File: src/rtl/nrzi_symbol_tx.sv
module nrzi_symbol_tx #(
  parameter int SYM_W = 5
) (
  input  logic             clk,
  input  logic             rst_n,
  input  logic             sym_clk,
  input  logic [SYM_W-1:0] sym_in,
  input  logic             bit_clk,
  input  logic             tx_off_n,
  input  logic             loop_en_n,
  input  logic             test_mode,
  output logic             line_out,
  output logic             loop_out
);
  localparam int CW = (SYM_W > 2) ? $clog2(SYM_W) : 1;
  localparam logic [CW-1:0] LAST = CW'(SYM_W - 1);

  logic             sym_q, src_q, lvl;
  logic [SYM_W-1:0] in_reg, sh;
  logic [CW-1:0]    cnt;

  wire bit_src  = test_mode ? tx_off_n : bit_clk;
  wire sym_rise = sym_clk & ~sym_q;
  wire bit_rise = bit_src & ~src_q;
  wire at_load  = (cnt == '0);
  wire cur_bit  = at_load ? in_reg[SYM_W-1] : sh[SYM_W-2];

  always_ff @(posedge clk) begin
    if (!rst_n) begin
      sym_q  <= 1'b0;
      src_q  <= 1'b0;
      in_reg <= '0;
      sh     <= '0;
      cnt    <= '0;
      lvl    <= 1'b0;
    end else begin
      sym_q <= sym_clk;
      src_q <= bit_src;
      if (sym_rise) in_reg <= sym_in;
      if (bit_rise) begin
        sh  <= at_load ? in_reg : {sh[SYM_W-2:0], 1'b0};
        lvl <= lvl ^ cur_bit;
      end
      if (sym_rise)      cnt <= '0;
      else if (bit_rise) cnt <= (cnt == LAST) ? '0 : cnt + 1'b1;
    end
  end

  assign line_out = lvl & (test_mode | tx_off_n);
  assign loop_out = lvl & ~loop_en_n;

  // capture on symbol clock rise
  a_r1_capture: assert property (@(posedge clk) disable iff (!rst_n)
    sym_rise |=> in_reg == $past(sym_in));

  // counter stays inside the symbol
  a_r2_count_range: assert property (@(posedge clk) disable iff (!rst_n)
    cnt <= LAST);

  // load at the boundary position
  a_r2_load: assert property (@(posedge clk) disable iff (!rst_n)
    (bit_rise && at_load) |=> sh == $past(in_reg));

  // level moves only on a bit clock rise
  a_r4_hold: assert property (@(posedge clk) disable iff (!rst_n)
    !bit_rise |=> $stable(lvl));

  // loopback mirrors an ungated line output
  a_r6_loop_match: assert property (@(posedge clk) disable iff (!rst_n)
    (!loop_en_n && (test_mode || tx_off_n)) |-> loop_out == line_out);

  // symbol clock rise realigns the counter
  a_r9_realign: assert property (@(posedge clk) disable iff (!rst_n)
    sym_rise |=> cnt == '0);
endmodule

File: config.mk
export PLATFORM = sky130hd
export DESIGN_NAME = nrzi_symbol_tx
export DESIGN_NICKNAME = d
export VERILOG_FILES = /design/src/rtl/nrzi_symbol_tx.sv
export SDC_FILE = /design/constraint.sdc
export NUM_CORES = 1
export LEC_CHECK = 0
export BUFFER_PORTS_ARGS = -buffer_cell sky130_fd_sc_hd__buf_2
export CAP_MARGIN = 20
export CORE_UTILIZATION = 50
export DETAILED_ROUTE_END_ITERATION = 7
export GPL_ROUTABILITY_DRIVEN = 0
export PLACE_DENSITY = 0.74
export SLEW_MARGIN = 30
export SYNTH_ARGS = -nofsm -noshare
export SYNTH_HDL_FRONTEND = slang
export SYNTH_SLANG_ARGS = --single-unit
File: constraint.sdc
create_clock -name clk -period 2.07 [get_ports clk]
set_input_delay 0.3105 -clock clk [delete_from_list [all_inputs] [get_ports clk]]
set_output_delay 0.3105 -clock clk [all_outputs]
set_load 0.02 [all_outputs]
## Word-level counts from Yosys, hierarchy flattened

Index checks and enable logic that the tools add are counted.

| storage, ports and cells | value |
|---|---|
| register bits | 15 |
| bits of input ports | 12 |
| output and inout bits | 2 |
| word-level logic and storage cells | 24 |

| cells by class | value |
|---|---|
| add/subtract/negate cells | 1 |
| equality and inequality tests | 1 |
| muxes and demuxes | 4 |
| bitwise gates (word level) | 10 |
| reduce and logical (&&, ||, !) cells | 2 |

Operator list:

| operator | number |
|---|---|
| bitwise AND 1 bit | 4 |
| 2-to-1 mux 4 bit | 1 |
| inverter 1 bit | 4 |
| adder 3 x 1 -> 3 bit (second input constant) | 1 |
| equality test 3 bit (second input constant) | 1 |
| zero test 3 bit | 1 |
| 2-to-1 mux 3 bit | 1 |
| 2-to-1 mux 1 bit | 2 |
| OR reduction 2 bit | 1 |
| OR 1 bit | 1 |
| XOR 1 bit | 1 |

## Longest topological paths before layout

| logic depth | value |
|---|---|
| depth in word-level cells | 3 |
| mapped depth | 7 |
| gate-level depth less buffers | 6 |

## Worst setup path after synthesis

OpenSTA, ideal clock, no wires.

| timing | value |
|---|---|
| path kind | register -> register |
| start point | register cnt[0] |
| end point | register lvl |
| setup time | 70 ps |
| arrival time | 1385 ps |
| required time | 2000 ps |
| setup slack | 615 ps |
| stages on the path, launching flop included | 8 |
| path buffers | 1 |
| period minus slack after synthesis | 1455 ps |
| path through | dfxtp_1 inv_1 ha_1 nor2b_1 buf_2 mux2i_1 or3_1 a21boi_1 |

| on the way | value |
|---|---|
| longest elaborated chain between the ends | 3 |

RTL lines:

| what | line | source |
|---|---|---|
| from (decl) | 20 | `logic [CW-1:0] cnt;` |
| from (signal assigned) | 45 | `else if (bit_rise) cnt <= (cnt == LAST) ? '0 : cnt + 1'b1;` |
| zero test 3 bit | 25 | `wire at_load = (cnt == '0);` |
| 2-to-1 mux 1 bit | 26 | `wire cur_bit = at_load ? in_reg[SYM_W-1] : sh[SYM_W-2];` |
| XOR 1 bit | 42 | `lvl <= lvl ^ cur_bit;` |
| to (signal assigned) | 42 |  |
| to (decl) | 18 | `logic sym_q, src_q, lvl;` |

No other way between the ends.
A chain may end at the register's enable or synchronous reset.

## Final worst setup path

Ends and elaborated chain as after synthesis.

==> impl_metrics.json <==
{
  "outcome": "finished clean",
  "total_leakage_power_nw": 0.3655,
  "cts_tree": "done",
  "core-area_um2": 1171,
  "cellPowerDensity_nw_per_um2": 729.7,
  "tns_ns": 0,
  "routedWlPerCell_um": 11.32,
  "synth_area_leaders": "dfxtp_1 (45%), mux2i_1 (15%), nor2b_1 (8.5%), o211a_1 (4.5%), nand2_1 (4.0%)",
  "cp_num_buf_inv": 1,
  "grt_pass1_vias": 438,
  "timing.final.hold_violations": 0,
  "cts_sinks": 15,
  "relSlewSlack_pct": 57.41,
  "dieArea_um2": 1476,
  "crit_arrival_ns": 1.93,
  "worst_pin_slew_ns": 0.6365,
  "path_class": "flip-flop to flip-flop",
  "cts_setup_buffers": 0,
  "clk_pin_slew_ns": 0.09,
  "fin_area_um2": 754.5,
  "vias": 474,
  "power_uw": 550.5,
  "ant_nets": 0,
  "antenna_found_initial": 0,
  "htreeDepth": 1,
  "syn_area_per_cell_um2": 9.473,
  "drive_above_1_share_pct": 19.28,
  "grt_use_total_pct": 18.29,
  "synth_edf_count": 0,
  "start_util_pct": 56.62,
  "ys_seq_area_share_pct": 45.28,
  "synth_cell_type_count": 21,
  "largest_register_ffs": 5,
  "crit_path_max_fanout": 5,
  "synthArstFlopShare_pct": 0,
  "cts-root-buf": "clkbuf_4",
  "cts_buffers": 3,
  "placed_cells": 93,
  "dp_hpwl_um": 834.1,
  "clock_path_buffers": 2,
  "r2r_slack_ns": 0.36,
  "synth_top_cell_area_share_pct": 45.28,
  "fmax_mhz": 585.4,
  "drv_slew": 0,
  "setup_viol": 0,
  "syn_inst": 70,
  "cp.required_ns": 2.29,
  "min_path_type": "input pin to flip-flop",
  "cp-end-kind": "flip-flop",
  "ctsHoldBuffers": 0,
  "synth_seq_cells": 15,
  "grt-ovfl-total": 0,
  "cp_slowest_cell": "nor2b_1",
  "grt_pass1_wl_um": 1787,
  "grt_max_degree": 14,
  "ys.flop_type": "dfxtp_1",
  "rsz0062_at_grt": "no",
  "syn_to_final_growth_pct": 13.77,
  "hold_ws_ns": 0.2403,
  "vdd_ir_drop_max_v": 0.0004105,
  "synth.cell_area_um2": 663.1,
  "path_cells": "inv_1 > ha_1 > nor2b_1 > mux2i_1 > or3_1 > a21boi_1",
  "nets": 98,
  "routed_via_density": 4.887,
  "start_kind": "flip-flop",
  "period_share_pct": 82.52,
  "drt_iter0_drc": 4,
  "die_h_um": 38.42,
  "drc": 0,
  "stdcell_count": 97,
  "port_buffers": 13,
  "critPathTopFamily": "simple AND/OR/NAND/NOR gates",
  "skew_ns": 0.004623,
  "setup_ws_ns": 0.3617,
  "cp_slowest_stage_delay_ns": 0.45,
  "die_x_um": 38.42,
  "wirelength_um": 1098,
  "placed_area_um2": 728.2,
  "synth_top_area_cell": "dfxtp_1",
  "dr.pass1.iters": 2,
  "synth_warnings": 0,
  "drv_cap": 0,
  "period_minus_slack_ns": 1.708,
  "fin_util_pct": 64.42,
  "antenna_cells": 0,
  "preCtsSetupSlack_ns": 0.3526,
  "synthesis.nets": 84,
  "fp-row-count": 12,
  "ctsResizeCount": 0,
  "clkLatencyLatePin_ns": 0.28,
  "io_pins": 14
}
## synthesized netlist by cell type, types with 2 or more instances
master,count
inv_1,2
dfxtp_1,15
o211a_1,3
nand3_1,3
o21ai_0,2
nor2_1,2
clkbuf_1,2
a21oi_1,3
buf_2,2
ha_1,2
mux2i_1,10
nor2b_1,9
nand2_1,7
## power breakdown
group | internal, mW | switching (mW)
Clock | 0.0748 | 0.0894
Sequential | 0.305 | 0.00847
Combinational | 0.0355 | 0.0373
Total | 0.415 | 0.135
## metal layers
| layer | share of wire (%) | GRT usage (%) |
|---|---|---|
| met1 | 50 | 22.46 |
| met2 | 47 | 28.39 |
| met3 | 3.6 | 6.977 |
| met4 | 0 | 7.759 |
| met5 | 0 | 0 |
## logic make-up after synthesis
kind of cell | after synthesis | synth area share [%]
AND/OR/NAND/NOR | 26 | 20.38
flip-flops | 15 | 45.28
AO/OA/AOI/OAI | 11 | 11.70
multiplexers | 10 | 15.09
buffers and inverters | 6 | 3.774
adder cells (fa/ha/maj) | 2 | 3.773
## cell usage in the layout, fill, tap and decap left out, drive strengths merged
cell,n
nand3,3
ha,2
a21oi,3
a21boi,2
nor2b,9
clkbuf,4
o21a,1
nor3,1
o211a,3
nand2,7
o21ai,2
or2,1
or3,1
inv,2
nor2,2
mux2i,10
buf,13
nand2b,1
dfxtp,15
and2,1
## worst paths after layout
check / startpoint / end / cells past startpoint
worst max register to register: cnt[0] / lvl / 6
worst min register to register: sh[0] / sh[0] / 2
worst max-delay path: cnt[0] / lvl / 6
worst min-delay path: sym_clk / sym_q / 2
## final cells by class
type / count / area (um2)
sequential: 15 / 300.3
multi-input combinational: 49 / 337.8
inverter: 2 / 7.507
tap: 14 / 17.52
timing repair buffer: 13 / 65.06
fill: 109 / 416.7
clock buffer: 4 / 26.28
## worst reg2reg max path, stage by stage (launching register included)
cell and delay, ns:
dfxtp_1 0.33, inv_1 0.08, ha_1 0.18, nor2b_1 0.45, mux2i_1 0.15, or3_1 0.32, a21boi_1 0.14
Power figures use the tool's default switching activity.
